===== src/rtl/tsense_pkg.sv =====
package tsense_pkg;

    localparam int BYTE_W = 8;
    localparam int WORD_W = 2 * BYTE_W;

    // Pointer bits [7:3] of the local window that is never forwarded
    localparam logic [4:0] LOCAL_WINDOW = 5'h0A;

    typedef enum logic [1:0] {
        SEL_TEMP  = 2'd0,
        SEL_CFG   = 2'd1,
        SEL_THYST = 2'd2,
        SEL_TOS   = 2'd3
    } reg_sel_e;

    typedef enum logic [1:0] {
        RLY_START = 2'd0,
        RLY_WRITE = 2'd1,
        RLY_READ  = 2'd2,
        RLY_STOP  = 2'd3
    } rly_op_e;

    typedef enum logic [2:0] {
        RS_IDLE,
        RS_START,
        RS_PTR,
        RS_DATA,
        RS_WAIT,
        RS_STOP
    } rly_state_e;

    typedef struct packed {
        logic              is_read;
        logic [BYTE_W-1:0] ptr;
        logic [BYTE_W-1:0] wdata;
    } relay_req_t;

    function automatic logic needs_relay(input logic [BYTE_W-1:0] ptr,
                                         input logic [BYTE_W-1:0] comp);
        return (ptr > 8'd7) && (ptr[7:3] != LOCAL_WINDOW) && !comp[7];
    endfunction

    // Flat byte index: temp 0/1, cfg 2, hysteresis 3/4, over-temp 5/6
    function automatic logic [2:0] byte_index(input reg_sel_e sel, input logic lo);
        case (sel)
            SEL_TEMP:  return lo ? 3'd1 : 3'd0;
            SEL_CFG:   return 3'd2;
            SEL_THYST: return lo ? 3'd4 : 3'd3;
            default:   return lo ? 3'd6 : 3'd5;
        endcase
    endfunction

endpackage


===== src/rtl/tsense_ptr_seq.sv =====
module tsense_ptr_seq
    import tsense_pkg::*;
(
    input  logic              clk,
    input  logic              rst,
    input  logic              start_ev,
    input  logic              stop_ev,
    input  logic              wr_ev,
    input  logic              rd_ev,
    input  logic [BYTE_W-1:0] wdata,
    output logic [BYTE_W-1:0] ptr,
    output logic              lo_byte,
    output logic              data_wr,
    output logic              data_rd
);

    // 0: pointer expected, 1: high byte next, 2: low byte (saturated)
    logic [1:0] phase;

    assign data_wr = wr_ev && (phase != 2'd0);
    assign data_rd = rd_ev;
    assign lo_byte = (phase == 2'd2);

    always_ff @(posedge clk) begin
        if (rst) begin
            phase <= 2'd0;
            ptr   <= '0;
        end else if (start_ev || stop_ev) begin
            phase <= 2'd0;
        end else if (wr_ev && (phase == 2'd0)) begin
            ptr   <= wdata;
            phase <= 2'd1;
        end else if (data_wr || data_rd) begin
            phase <= 2'd2;
        end
    end

    p_phase_legal_r4: assert property (@(posedge clk) disable iff (rst)
        phase != 2'd3);

    p_saturate_r4: assert property (@(posedge clk) disable iff (rst)
        (data_wr || data_rd) && !start_ev && !stop_ev |=> lo_byte);

    p_ptr_load_r6: assert property (@(posedge clk) disable iff (rst)
        wr_ev && !lo_byte && !data_wr && !start_ev && !stop_ev |=> ptr == $past(wdata));

endmodule


===== src/rtl/tsense_regs.sv =====
module tsense_regs
    import tsense_pkg::*;
#(
    parameter logic [BYTE_W-1:0] CFG_RST   = 8'h00,
    parameter logic [WORD_W-1:0] THYST_RST = 16'h4B00,
    parameter logic [WORD_W-1:0] TOS_RST   = 16'h5000
) (
    input  logic              clk,
    input  logic              rst,
    input  logic              wr_en,
    input  logic              rd_en,
    input  reg_sel_e          sel,
    input  logic              lo,
    input  logic [BYTE_W-1:0] wdata,
    input  logic [WORD_W-1:0] temp_in,
    output logic              rd_valid,
    output logic [BYTE_W-1:0] rd_data,
    output logic [BYTE_W-1:0] cfg_q,
    output logic [WORD_W-1:0] thyst_q,
    output logic [WORD_W-1:0] tos_q
);

    localparam int N_THR = 2;
    localparam logic [WORD_W-1:0] THR_RST [N_THR] = '{THYST_RST, TOS_RST};

    logic [2:0]                   idx;
    logic [N_THR-1:0][WORD_W-1:0] thr_w;
    logic [BYTE_W-1:0]            rd_mux;

    assign idx = byte_index(sel, lo);

    always_ff @(posedge clk) begin
        if (rst)
            cfg_q <= CFG_RST;
        else if (wr_en && (idx == 3'd2))
            cfg_q <= wdata;
    end

    for (genvar t = 0; t < N_THR; t++) begin : g_thr
        localparam logic [2:0] IDX_HI = 3'(3 + 2 * t);
        localparam logic [2:0] IDX_LO = 3'(4 + 2 * t);
        logic [WORD_W-1:0] q;
        always_ff @(posedge clk) begin
            if (rst)
                q <= THR_RST[t];
            else if (wr_en && (idx == IDX_HI))
                q[WORD_W-1:BYTE_W] <= wdata;
            else if (wr_en && (idx == IDX_LO))
                q[BYTE_W-1:0] <= wdata;
        end
        assign thr_w[t] = q;
    end

    assign thyst_q = thr_w[0];
    assign tos_q   = thr_w[1];

    always_comb begin
        case (idx)
            3'd0:    rd_mux = temp_in[WORD_W-1:BYTE_W];
            3'd1:    rd_mux = temp_in[BYTE_W-1:0];
            3'd2:    rd_mux = cfg_q;
            3'd3:    rd_mux = thr_w[0][WORD_W-1:BYTE_W];
            3'd4:    rd_mux = thr_w[0][BYTE_W-1:0];
            3'd5:    rd_mux = thr_w[1][WORD_W-1:BYTE_W];
            default: rd_mux = thr_w[1][BYTE_W-1:0];
        endcase
    end

    always_ff @(posedge clk) begin
        if (rst) begin
            rd_valid <= 1'b0;
            rd_data  <= '0;
        end else begin
            rd_valid <= rd_en;
            if (rd_en)
                rd_data <= rd_mux;
        end
    end

    p_temp_ro_r5: assert property (@(posedge clk) disable iff (rst)
        wr_en && (sel == SEL_TEMP) |=> $stable(cfg_q) && $stable(thyst_q) && $stable(tos_q));

    p_rd_next_r7: assert property (@(posedge clk) disable iff (rst)
        rd_en |=> rd_valid);

endmodule


===== src/rtl/tsense_relay.sv =====
module tsense_relay
    import tsense_pkg::*;
(
    input  logic              clk,
    input  logic              rst,
    input  logic              go,
    input  relay_req_t        req,
    input  logic              rly_ready,
    input  logic              rly_rvalid,
    input  logic [BYTE_W-1:0] rly_rdata,
    output logic              rly_valid,
    output rly_op_e           rly_op,
    output logic [BYTE_W-1:0] rly_wdata,
    output logic              busy,
    output logic              done,
    output logic [BYTE_W-1:0] done_data
);

    rly_state_e        state;
    relay_req_t        req_q;
    logic [BYTE_W-1:0] rd_q;

    assign busy      = (state != RS_IDLE);
    assign done_data = rd_q;

    always_comb begin
        rly_valid = 1'b0;
        rly_op    = RLY_STOP;
        rly_wdata = '0;
        case (state)
            RS_START: begin
                rly_valid = 1'b1;
                rly_op    = RLY_START;
            end
            RS_PTR: begin
                rly_valid = 1'b1;
                rly_op    = RLY_WRITE;
                rly_wdata = req_q.ptr;
            end
            RS_DATA: begin
                rly_valid = 1'b1;
                rly_op    = req_q.is_read ? RLY_READ : RLY_WRITE;
                rly_wdata = req_q.is_read ? '0 : req_q.wdata;
            end
            RS_STOP: begin
                rly_valid = 1'b1;
                rly_op    = RLY_STOP;
            end
            default: ;
        endcase
    end

    always_ff @(posedge clk) begin
        if (rst) begin
            state <= RS_IDLE;
            req_q <= '0;
            rd_q  <= '0;
            done  <= 1'b0;
        end else begin
            done <= 1'b0;
            case (state)
                RS_IDLE:  if (go) begin
                              req_q <= req;
                              state <= RS_START;
                          end
                RS_START: if (rly_ready) state <= RS_PTR;
                RS_PTR:   if (rly_ready) state <= RS_DATA;
                RS_DATA:  if (rly_ready) state <= req_q.is_read ? RS_WAIT : RS_STOP;
                RS_WAIT:  if (rly_rvalid) begin
                              rd_q  <= rly_rdata;
                              state <= RS_STOP;
                          end
                RS_STOP:  if (rly_ready) begin
                              state <= RS_IDLE;
                              done  <= req_q.is_read;
                          end
                default:  state <= RS_IDLE;
            endcase
        end
    end

    p_hold_r11: assert property (@(posedge clk) disable iff (rst)
        rly_valid && !rly_ready |=> rly_valid && $stable(rly_op) && $stable(rly_wdata));

    p_launch_r9: assert property (@(posedge clk) disable iff (rst)
        go && !busy |=> rly_valid && (rly_op == RLY_START));

    p_done_after_stop_r10: assert property (@(posedge clk) disable iff (rst)
        done |-> $past(rly_valid && rly_ready && (rly_op == RLY_STOP)));

endmodule


===== src/rtl/tsense_target.sv =====
module tsense_target
    import tsense_pkg::*;
#(
    parameter logic [7:0]  CFG_RST   = 8'h00,
    parameter logic [15:0] THYST_RST = 16'h4B00,
    parameter logic [15:0] TOS_RST   = 16'h5000
) (
    input  logic        clk,
    input  logic        rst,
    input  logic        ev_start,
    input  logic        ev_stop,
    input  logic        ev_write,
    input  logic [7:0]  ev_wdata,
    input  logic        ev_read,
    output logic        rd_valid,
    output logic [7:0]  rd_data,
    output logic        busy,
    input  logic [15:0] temp_in,
    input  logic [7:0]  comp_addr,
    output logic [7:0]  cfg_q,
    output logic [15:0] thyst_q,
    output logic [15:0] tos_q,
    output logic        rly_valid,
    input  logic        rly_ready,
    output logic [1:0]  rly_op,
    output logic [6:0]  rly_dev,
    output logic [7:0]  rly_wdata,
    input  logic        rly_rvalid,
    input  logic [7:0]  rly_rdata
);

    logic              start_g, stop_g, wr_g, rd_g;
    logic [BYTE_W-1:0] ptr;
    logic              lo_byte, data_wr, data_rd, fwd;
    logic              loc_wr, loc_rd, rly_go;
    logic              loc_valid, rly_done;
    logic [BYTE_W-1:0] loc_data, rly_data;
    rly_op_e           op_e;
    relay_req_t        req;

    // Events are dropped while a forwarded access is in flight
    assign start_g = ev_start && !busy;
    assign stop_g  = ev_stop  && !busy;
    assign wr_g    = ev_write && !busy;
    assign rd_g    = ev_read  && !busy;

    tsense_ptr_seq u_seq (
        .clk      (clk),
        .rst      (rst),
        .start_ev (start_g),
        .stop_ev  (stop_g),
        .wr_ev    (wr_g),
        .rd_ev    (rd_g),
        .wdata    (ev_wdata),
        .ptr      (ptr),
        .lo_byte  (lo_byte),
        .data_wr  (data_wr),
        .data_rd  (data_rd)
    );

    assign fwd    = needs_relay(ptr, comp_addr);
    assign loc_wr = data_wr && !fwd;
    assign loc_rd = data_rd && !fwd;
    assign rly_go = (data_wr || data_rd) && fwd;

    assign req.is_read = data_rd;
    assign req.ptr     = ptr;
    assign req.wdata   = ev_wdata;

    tsense_regs #(
        .CFG_RST   (CFG_RST),
        .THYST_RST (THYST_RST),
        .TOS_RST   (TOS_RST)
    ) u_regs (
        .clk      (clk),
        .rst      (rst),
        .wr_en    (loc_wr),
        .rd_en    (loc_rd),
        .sel      (reg_sel_e'(ptr[1:0])),
        .lo       (lo_byte),
        .wdata    (ev_wdata),
        .temp_in  (temp_in),
        .rd_valid (loc_valid),
        .rd_data  (loc_data),
        .cfg_q    (cfg_q),
        .thyst_q  (thyst_q),
        .tos_q    (tos_q)
    );

    tsense_relay u_relay (
        .clk        (clk),
        .rst        (rst),
        .go         (rly_go),
        .req        (req),
        .rly_ready  (rly_ready),
        .rly_rvalid (rly_rvalid),
        .rly_rdata  (rly_rdata),
        .rly_valid  (rly_valid),
        .rly_op     (op_e),
        .rly_wdata  (rly_wdata),
        .busy       (busy),
        .done       (rly_done),
        .done_data  (rly_data)
    );

    assign rly_op   = op_e;
    assign rly_dev  = comp_addr[6:0];
    assign rd_valid = loc_valid || rly_done;
    assign rd_data  = rly_done ? rly_data : loc_data;

    p_single_resp_r7: assert property (@(posedge clk) disable iff (rst)
        $onehot0({loc_valid, rly_done}));

    p_local_quiet_r8: assert property (@(posedge clk) disable iff (rst)
        (data_wr || data_rd) && !fwd && !busy |=> !rly_valid);

endmodule


===== config.mk =====
export PLATFORM = sky130hd
export DESIGN_NAME = tsense_target
export DESIGN_NICKNAME = d
export VERILOG_FILES = /design/src/rtl/tsense_pkg.sv /design/src/rtl/tsense_ptr_seq.sv /design/src/rtl/tsense_regs.sv /design/src/rtl/tsense_relay.sv /design/src/rtl/tsense_target.sv
export SDC_FILE = /design/constraint.sdc
export NUM_CORES = 1
export LEC_CHECK = 0
export ABC_AREA = 1
export BUFFER_PORTS_ARGS = -buffer_cell sky130_fd_sc_hd__buf_4
export CORE_AREA = 2 2 99 101
export CTS_CLUSTER_DIAMETER = 30
export DETAILED_ROUTE_END_ITERATION = 16
export DIE_AREA = 0 0 101 103
export GPL_TIMING_DRIVEN = 0
export PLACE_DENSITY = 0.78
export REMOVE_ABC_BUFFERS = 1
export SLEW_MARGIN = 20
export SYNTH_ARGS = -nofsm -noshare
export SYNTH_HDL_FRONTEND = slang
export SYNTH_HIERARCHICAL = 1
export SYNTH_SLANG_ARGS = --single-unit

===== constraint.sdc =====
create_clock -name clk -period 2.1 [get_ports clk]
set_input_delay 0.105 -clock clk [delete_from_list [all_inputs] [get_ports clk]]
set_output_delay 0.105 -clock clk [all_outputs]
set_load 0.05 [all_outputs]

==> results of run 1 <==
==> report_power, final <==
| group | switching [mW] | internal [mW] |
|---|---|---|
| Clock | 0.605 | 0.574 |
| Sequential | 0.248 | 1.91 |
| Combinational | 1.92 | 0.839 |
| Total | 2.77 | 3.32 |
==> area by class of cell <==
| class | instances | share of cell area (%) |
|---|---|---|
| Tap cell | 114 | 2.633 |
| Inverter | 103 | 7.415 |
| Clock inverter | 5 | 1.063 |
| Timing Repair Buffer | 106 | 14.92 |
| Multi-Input combinational cell | 426 | 38.83 |
| Sequential cell | 88 | 32.59 |
| Clock buffer | 10 | 2.541 |
==> Yosys cell counts <==
| master | number | area [sq um] |
|---|---|---|
| sky130_fd_sc_hd__nor2_4 | 4 | 45.04 |
| sky130_fd_sc_hd__buf_4 | 15 | 112.6 |
| sky130_fd_sc_hd__clkbuf_1 | 8 | 30.03 |
| sky130_fd_sc_hd__o21ai_0 | 28 | 140.1 |
| sky130_fd_sc_hd__nand4_1 | 28 | 175.2 |
| sky130_fd_sc_hd__nor3_1 | 1 | 5.000 |
| sky130_fd_sc_hd__o21ai_1 | 20 | 100.1 |
| sky130_fd_sc_hd__nor2_2 | 8 | 50.05 |
| sky130_fd_sc_hd__clkinv_1 | 2 | 7.510 |
| sky130_fd_sc_hd__a21oi_1 | 75 | 375.4 |
| sky130_fd_sc_hd__buf_2 | 13 | 65.06 |
| sky130_fd_sc_hd__nand3_2 | 3 | 30.03 |
| sky130_fd_sc_hd__buf_6 | 4 | 45.04 |
| sky130_fd_sc_hd__nand3b_1 | 1 | 7.510 |
| sky130_fd_sc_hd__or2_1 | 1 | 6.260 |
| sky130_fd_sc_hd__nand4_2 | 1 | 12.51 |
| sky130_fd_sc_hd__inv_2 | 6 | 22.52 |
| sky130_fd_sc_hd__nand3_4 | 1 | 17.52 |
| sky130_fd_sc_hd__dfxtp_1 | 88 | 1762 |
| sky130_fd_sc_hd__o22ai_1 | 8 | 50.05 |
| sky130_fd_sc_hd__nor2_1 | 55 | 206.5 |
| sky130_fd_sc_hd__nand2_1 | 150 | 563.0 |
| sky130_fd_sc_hd__nand3_1 | 34 | 170.2 |
| sky130_fd_sc_hd__nor2_8 | 1 | 20.02 |
| sky130_fd_sc_hd__nand2_2 | 6 | 37.54 |
| sky130_fd_sc_hd__inv_1 | 93 | 349.1 |
| sky130_fd_sc_hd__inv_4 | 2 | 12.51 |
==> per-layer routing <==
layer  up-vias  GRT usage [%]  wire length (microns)
met3        25          4.068                    787
li1       2247              -                      -
met5         -              0                      0
met1      2049          31.74                   5411
met2       190          40.15                   5904
met4         0          9.667                    306
==> registers in the layout, summed over array words and instances, names as in the netlist <==
signal	count
u_regs/cfg_q	8
u_seq/ptr	8
u_regs/thyst_q	16
u_relay/req_q	17
u_seq/phase	2
u_regs/rd_valid	1
u_relay/state	3
u_relay/done_data	8
u_regs/rd_data	8
u_regs/tos_q	16
u_relay/done	1
==> stage by stage <==
stage | worst slack (ps) | std cells | setup TNS, ps | utilization, % | total power, mW
5_1_grt | 47.61 | 852 | 0 | 57.26 | 6.480
4_1_cts | 19.53 | 852 | 0 | 56.85 | 5.982
3_5_place_dp | -1708 | 831 | -77190 | 53.58 | 4.680
6_report | 136.6 | 852 | 0 | 57.26 | 6.086
2_1_floorplan | -1146 | 616 | -51630 | - | 3.982
3_3_place_gp | -1571 | 831 | -72370 | 53.56 | 4.603
==> timing repair <==
action,4_1_cts,5_1_grt
cloned,1,0
setup buffers,5,0
resized for setup,12,11
pin swaps,3,0
setup endpoints to repair,74,66
==> critical path: stages, from the launching register on <==
cell	delay, ps
sky130_fd_sc_hd__dfxtp_2	380
sky130_fd_sc_hd__nor2_4	150
sky130_fd_sc_hd__nand2_4	100
sky130_fd_sc_hd__nor2_4	130
sky130_fd_sc_hd__inv_1	90
sky130_fd_sc_hd__nor2_4	120
sky130_fd_sc_hd__inv_1	80
sky130_fd_sc_hd__a21oi_4	140
sky130_fd_sc_hd__buf_12	160
sky130_fd_sc_hd__inv_1	70
sky130_fd_sc_hd__nor2_4	110
sky130_fd_sc_hd__inv_2	110
sky130_fd_sc_hd__o21ai_0	150
sky130_fd_sc_hd__a21oi_1	60
==> how the worst max path moves through the flow <==
stage | depth (start not counted) | from | endpoint
after floorplan | 10 | u_relay/state[0]$_SDFFE_PP0P_ | u_regs/thyst_q[0]$_SDFFE_PP0P_
after global placement | 10 | u_relay/state[1]$_SDFFE_PP0P_ | u_regs/thyst_q[5]$_SDFFE_PP0P_
after detailed placement | 10 | u_relay/state[1]$_SDFFE_PP0P_ | u_regs/thyst_q[6]$_SDFFE_PP0P_
after CTS | 12 | u_relay/state[2]$_SDFFE_PP0P_ | u_regs/tos_q[13]$_SDFFE_PP0P_
after global routing | 13 | u_relay/state[1]$_SDFFE_PP0P_ | u_regs/tos_q[1]$_SDFFE_PP0P_
final | 13 | u_relay/state[1]$_SDFFE_PP0P_ | u_regs/tos_q[3]$_SDFFE_PP0P_
==> logic make-up after synthesis <==
group | synth area share (%)
AND/OR/NAND/NOR | 30.47
AO/OA/AOI/OAI | 15.07
flip-flops | 39.88
buffers and inverters | 14.58
==> flow_results.org, run 1 <==
** Synthesis
- Distinct cell type count after synthesis :: 27
- Sequential area share after synthesis :: approximately two fifths
- Average size of a mapped cell :: a little under 7 sq um
- Yosys printed 6 warnings.
- Netlist area before placement :: between 0.004 and 0.005 sq mm
- Synthesis produced a netlist whose cell count is approximately 660.
- Synthesis inferred slightly below 90 register bits.

** Layout
- The library cell used most frequently in the layout, excluding fill and tap cells, is sky130_fd_sc_hd__nand2_1.
- Across the whole layout, storage elements account for between 0.0015 and 0.002 sq mm.
- # nets final :: between 700 and 800
- The finished cells cover between 0.005 and 0.006 sq mm.
- Fill cells in the final layout number 894.
- Highest-count cells in the layout ignoring fill and taps :: sky130_fd_sc_hd__nand2_1 (149), sky130_fd_sc_hd__buf_4 (105), sky130_fd_sc_hd__inv_1 (91), sky130_fd_sc_hd__dfxtp_1 (85), sky130_fd_sc_hd__a21oi_1 (74)
- Relative to the synthesized area, the layout overhead comes to 22.60%.
- The multi-input combinational cells in the finished layout cover a total of between 0.002 and 0.0025 sq mm.
- Antenna diode instance count :: 0
- In the final layout, the share of cells above drive strength 1 is a little under a quarter.

** STA
- The worst path uses 93.49% of the clock period.
- Slew margin rel. :: roughly 49%
- Setup clock skew after layout :: 19.78 ps
- Total setup violations reported at the end of the flow :: 0
- Number of hold violations in the final report :: 0
- The tightest hold path in the finished design has a slack of ~26 ps.
- For the pin with the worst max-slew slack, the measured transition is ~760 ps.
- For the finished layout, the period the worst path requires is approximately 2000 ps.
- Maximum frequency from static timing analysis :: around 500 MHz
- Final Max Slew Viols :: 0
- Unrepaired setup endpoints after global routing :: no

** GRT
- The number of global-route vias before repair is around 4200.
- In the global route stage, overall resource usage came out at approximately a quarter.
- Total grt overflow :: 0
- Entering global routing, the biggest net connects 30 pins.
- Wire length of the first global-routing pass :: 20030 microns
- The number of antenna violations at the first check in global routing is 0.

** Place
- Number of input and output port buffers inserted :: around 100
- The congestion estimate from routability-driven global placement came to around 0.86.
- Detailed placement ended at an HPWL of about 8500 microns.
- Cell area after placement :: 0.005069 sq mm

** Detailed routing
- Total Wirelength :: ~12000 microns
- After detailed routing, the number of remaining DRC violations is 0.
- Vias after detailed routing :: 4511
- Routed length per placed instance :: roughly 15 microns
- Iteration-0 DRC Markers :: 289
- Detailed-router iteration count before antenna repair :: 6
- Once detail routing completed, the nets flagged for antenna violations numbered 0.
- After detailed routing, the number of vias per cell comes to ~5.3.

** Min path
- The worst hold path terminates at u_relay/done$_SDFF_PP0_.
- The startpoint identified for the worst hold timing path is rly_ready.
- The min-delay analysis places its worst path in the category input pin to register.
- Counting instances, the worst hold path has a depth of 3.

** CTS
- CTS Buffer Depth :: 2
- Source-to-sink clock delay at the later pin of the worst-skew pair :: ~370 ps
- After clock tree synthesis, the flow added hold-fix buffers numbering 0.
- The number of clock buffers added by TritonCTS is 9.
- TritonCTS built the clock tree.
- CTS Sinks :: 88
- The H-tree generated during clock tree synthesis spans 3 levels.
- After clock tree synthesis, the clock-pin slew on the worst setup and hold paths is ~90 ps.
- Master cell of the clock root buffer :: sky130_fd_sc_hd__clkbuf_8

** Power and ir drop
- Ratio of total power to cell area :: approximately 1100 mW/mm^2
- Across the VDD grid, the largest voltage drop is 0.6642 mV.
- Leakage power :: 2.427 nW

** Critical path
- At the worst endpoint, the required time is 2340 ps.
- Reg-to-reg critical path startpoint :: u_relay/state[1]$_SDFFE_PP0P_
- STA classifies the critical path endpoint as a register.
- Number of cells traversed by the worst register-to-register path :: 13
- Endpoint of the worst-slack reg-to-reg timing path :: u_regs/tos_q[3]$_SDFFE_PP0P_
- R2R Setup Slk :: between 100 and 150 ps
- Critical-path maximum fanout :: 15
- At the worst endpoint, the arrival time is roughly 2200 ps.
- The worst setup path is launched from a register.
- By startpoint and endpoint, the worst setup path is classified as register to register.

** Die
- From left edge to right edge, the die measures 101 microns.
- The initial utilization of the core area, before any placement, comes to a little under half.
- Core Area :: around 0.0095 sq mm
- Area of the die :: around 0.010 sq mm
- Cell row count :: 36
- In this run the vertical extent of the chip is slightly above 100 microns.
- Number of I/O pins :: around 120

** Run status
- Outcome :: completed

** Job
- Max-cap violations in this run came to 0.
Power figures use the tool's default switching activity.
==> run 2: changes to the inputs <==
--- a/config.mk
+++ b/config.mk
@@ -12,7 +12,7 @@
 export DETAILED_ROUTE_END_ITERATION = 16
 export DIE_AREA = 0 0 101 103
 export GPL_TIMING_DRIVEN = 0
-export PLACE_DENSITY = 0.78
+export PLACE_DENSITY = 0.75
 export REMOVE_ABC_BUFFERS = 1
 export SLEW_MARGIN = 20
 export SYNTH_ARGS = -nofsm -noshare
==> constraint.sdc (replaced) <==
create_clock -name clk -period 2.2 [get_ports clk]
set_input_delay 0.11 -clock clk [delete_from_list [all_inputs] [get_ports clk]]
set_output_delay 0.11 -clock clk [all_outputs]
set_load 0.05 [all_outputs]
==> run 2 against run 1 <==
Clock skew shrank 7.0 ps. Global-route usage shrank 1.3 points. Via count shrank 0.40%. Register-to-register slack gained 30 ps. Total power shrank 2.7%. Sequential power shrank 5%. Combinational power shrank 3%. Critical endpoint is now u_regs/tos_q[11]$_SDFFE_PP0P_. Maximum frequency shrank 3.2%. Cell area grew 0.37%. Die area is the same. Critical path depth shrank 2. Worst setup slack gained 35 ps.
==> flow_results.org, run 2 (synthesis gave the netlist of run 1 again) <==
** Detailed routing
- The per-cell via count in the routed design was 5.237 (-1.1%).
- Antenna Nets Post-Route :: 0 (unchanged)
- Vias after detailed routing :: 4493 (-0.40%)
- Residual DRC :: 0 (unchanged)
- Total Wirelength :: 12400 microns (-0.12%)
- Iteration-0 DRC Markers :: 273 (-5.5%)
- Detailed-router iteration count before antenna repair :: 5 (-1)
- The detail-routed net length per standard cell was 14.45 microns (-0.82%).

** Die
- Core Area :: 0.009459 sq mm (unchanged)
- Number of I/O pins :: 116 (unchanged)
- The total die area came to 0.01040 sq mm (unchanged).
- The die height was 103 microns (unchanged).
- The cell row count was 36 (unchanged).
- Die Width :: 101 microns (unchanged)
- Effective utilization at floorplan :: 46.71% (unchanged)

** STA
- Total setup violations reported at the end of the flow :: 0 (unchanged)
- The slew at the pin with the worst max-slew slack came to 776.2 ps (+13.42 ps).
- The ratio of final minimum period to clock period is 92.22% (-1.3 points).
- The time the final worst path needs with I/O delays and setup came to 2029 ps (+65.40 ps).
- The final worst setup slack was 171.2 ps (+34.60 ps).
- Maximum frequency from static timing analysis :: 492.9 MHz (-3.2%)
- The setup clock skew after layout is 12.82 ps (-6.955 ps).
- Unrepaired setup endpoints after global routing :: no
- The minimum hold slack came to 24.47 ps (-1.120 ps).
- Sum of negative setup slack :: 0 ps (unchanged)
- Final Max Slew Viols :: 0 (unchanged)
- Number of hold violations in the final report :: 0 (unchanged)
- The relative slew slack came to 48.20% (-0.90 points).

** Place
- The worst setup slack after placement is -1617 ps (+91.32 ps).
- Number of input and output port buffers inserted :: 101 (unchanged)
- The number of instances in the placed design came to 831 (unchanged).
- The post-place instance area came to 0.005069 sq mm (unchanged).
- The placed wire-length estimate is 8531 microns (-0.22%).
- Weighted congestion at the end of routability-driven global placement :: 0.8291 (-3.5%)

** GRT
- The met2 routing resource usage after global routing is 37.79% (-2.4 points).
- Vias in the first global route :: 3890 (-6.6%)
- Total grt overflow :: 0 (unchanged)
- The number of antenna violations at the first check in global routing came to 0 (unchanged).
- The wire length of the first global-routing pass came to 18570 microns (-7.3%).
- The largest net degree at the start of global routing is 35 (+17%).
- M1 GR Usage :: 30.47% (-1.3 points)
- Gr busiest metal :: met2
- Fraction of met3 tracks used by global routing :: 3.525% (-0.54 points)
- The global-route usage over all layers came to 22.93% (-1.3 points).

** Layout
- The non-filler instance count after layout came to 858 (+0.70%).
- # nets final :: 789 (+0.90%)
- The proportion of layout cells with a drive suffix above 1 was 22.98% (+0.36 points).
- More flip-flops sit in one register than any other, and that register is u_relay/req_q.
- Antenna diode instance count :: 0 (unchanged)
- The number of flip-flops in the largest register came to 17 (unchanged).
- Final design utilization :: 57.47% (+0.21 points)
- The design area came to 0.005436 sq mm (+0.37%).
- Most common library cell in the layout ignoring fill and taps :: sky130_fd_sc_hd__nand2_1
- Highest-count cells in the layout ignoring fill and taps :: sky130_fd_sc_hd__nand2_1 (149), sky130_fd_sc_hd__buf_4 (113), sky130_fd_sc_hd__inv_1 (92), sky130_fd_sc_hd__dfxtp_1 (86), sky130_fd_sc_hd__a21oi_1 (74)
- Area added between synthesis and finish :: 23.05%

** CTS
- Number of CTS-inserted buffers :: 9 (unchanged)
- The number of H-tree levels came to 3 (unchanged).
- Master cell of the clock root buffer :: sky130_fd_sc_hd__clkbuf_8
- The number of buffers on the longest clock path is 2 (unchanged).
- The clock edge transition at the registers on the reported setup and hold paths came to 90 ps (about the same).
- TritonCTS built the clock tree.
- The number of hold buffers added after cts came to 0 (unchanged).
- The insertion delay to the later sink of the worst-skew pair was 360 ps (about the same).
- CTS Sinks :: 88 (unchanged)

** Power and ir drop
- The total leakage power was 2.470 nW (+1.8%).
- Peak ir drop on the vdd network :: 0.6800 mV (+2.4%)
- The overall power of the completed layout is 5.924 mW (-2.7%).
- Ratio of total power to cell area :: 1090 mW/mm^2 (-3.0%)

** Critical path
- The largest fanout on the critical path came to 9 (-6).
- The number of cells on the worst reg-to-reg path was 11 (-2).
- The worst setup path is of the register to register kind.
- The worst setup path is launched from a register.
- The worst register-to-register path ends at u_regs/tos_q[11]$_SDFFE_PP0P_.
- The data arrival time of the critical path is 2320 ps (+110 ps).
- Required time of the critical path :: 2490 ps (+150 ps)
- Launching element of the worst setup path :: u_relay/state[1]$_SDFFE_PP0P_
- Reg-to-reg critical path startpoint :: u_relay/state[1]$_SDFFE_PP0P_
- The worst setup path is captured at a register.
- End point of the critical path :: u_regs/tos_q[11]$_SDFFE_PP0P_
- The minimum setup slack among reg-to-reg paths came to 170 ps (+30 ps).

** Min path
- Type of the most critical hold path :: input pin to register

** Run status
- The flow ran to the end, and the final reports show no timing, DRC or antenna violations.

** Job
- Count of maximum capacitance violations :: 0 (unchanged)
-- run 2: changes by cell type in the layout (fill, tap and decap cells not counted), sizes merged --
| cell | delta |
|---|---|
| buf | +7 |
| bufinv | +1 |
| clkbuf | -1 |
| clkinv | -1 |
| clkinvlp | -2 |
| inv | +2 |
-- run 2: repair_timing --
| action | 4_1_cts | 5_1_grt |
|---|---|---|
| gates resized for setup | 13 | 5 |
| pin swaps | 1 | 2 |
| gates cloned | 0 | 1 |
| setup endpoints to repair | 68 | 63 |
| hold endpoints to repair | 0 | 0 |
| buffers inserted | 3 | 9 |
-- run 2: layout make-up --
type / count / area, sq um
well taps: 114 / 142.6
flip-flops and latches: 88 / 1764
multi-input cells: 426 / 2078
fillers: 884 / 4023
repair buffers: 113 / 848.3
clock buffers: 9 / 123.9
clock inverters: 5 / 83.83
inverters: 103 / 395.4
-- run 2: worst min-delay path by stage --
stage | startpoint | to | slack, ps | cells after the start
2_1_floorplan | rst | u_regs/cfg_q[0]$_SDFFE_PP0P_ | 180 | 1
3_3_place_gp | comp_addr[0] | rly_dev[0] | 220 | 0
3_5_place_dp | comp_addr[0] | rly_dev[0] | 220 | 0
4_1_cts | rly_rdata[4] | u_relay/done_data[4]$_SDFFE_PP0P_ | 20 | 3
5_1_grt | rly_rdata[4] | u_relay/done_data[4]$_SDFFE_PP0P_ | 40 | 3
6_report | rly_rdata[4] | u_relay/done_data[4]$_SDFFE_PP0P_ | 20 | 3
-- run 2: where the power goes --
group / internal [mW] / total (mW) / switching [mW]
combinational: 0.853 / 2.68 / 1.82
clock: 0.629 / 1.20 / 0.567
sequential: 1.82 / 2.05 / 0.236
-- run 2: worst max-delay path, stage by stage (launching register included) --
cell                      delay [ps]
sky130_fd_sc_hd__dfxtp_2         380
sky130_fd_sc_hd__nor2_4          140
sky130_fd_sc_hd__nand2_2         140
sky130_fd_sc_hd__nor2_4          130
sky130_fd_sc_hd__inv_1            80
sky130_fd_sc_hd__nor2_4          120
sky130_fd_sc_hd__inv_1            70
sky130_fd_sc_hd__a21oi_4         270
sky130_fd_sc_hd__nand2_2         180
sky130_fd_sc_hd__inv_1           230
sky130_fd_sc_hd__nand2_1          80
sky130_fd_sc_hd__a21oi_1         130
-- run 2: layer usage --
layer / vias up / routed length [microns] / share of wire (%)
li1: 2257 / - / -
met1: 2032 / 5321 / 43
met2: 185 / 6015 / 49
met3: 19 / 835 / 6.7
met4: 0 / 223 / 1.8
met5: - / 0 / 0
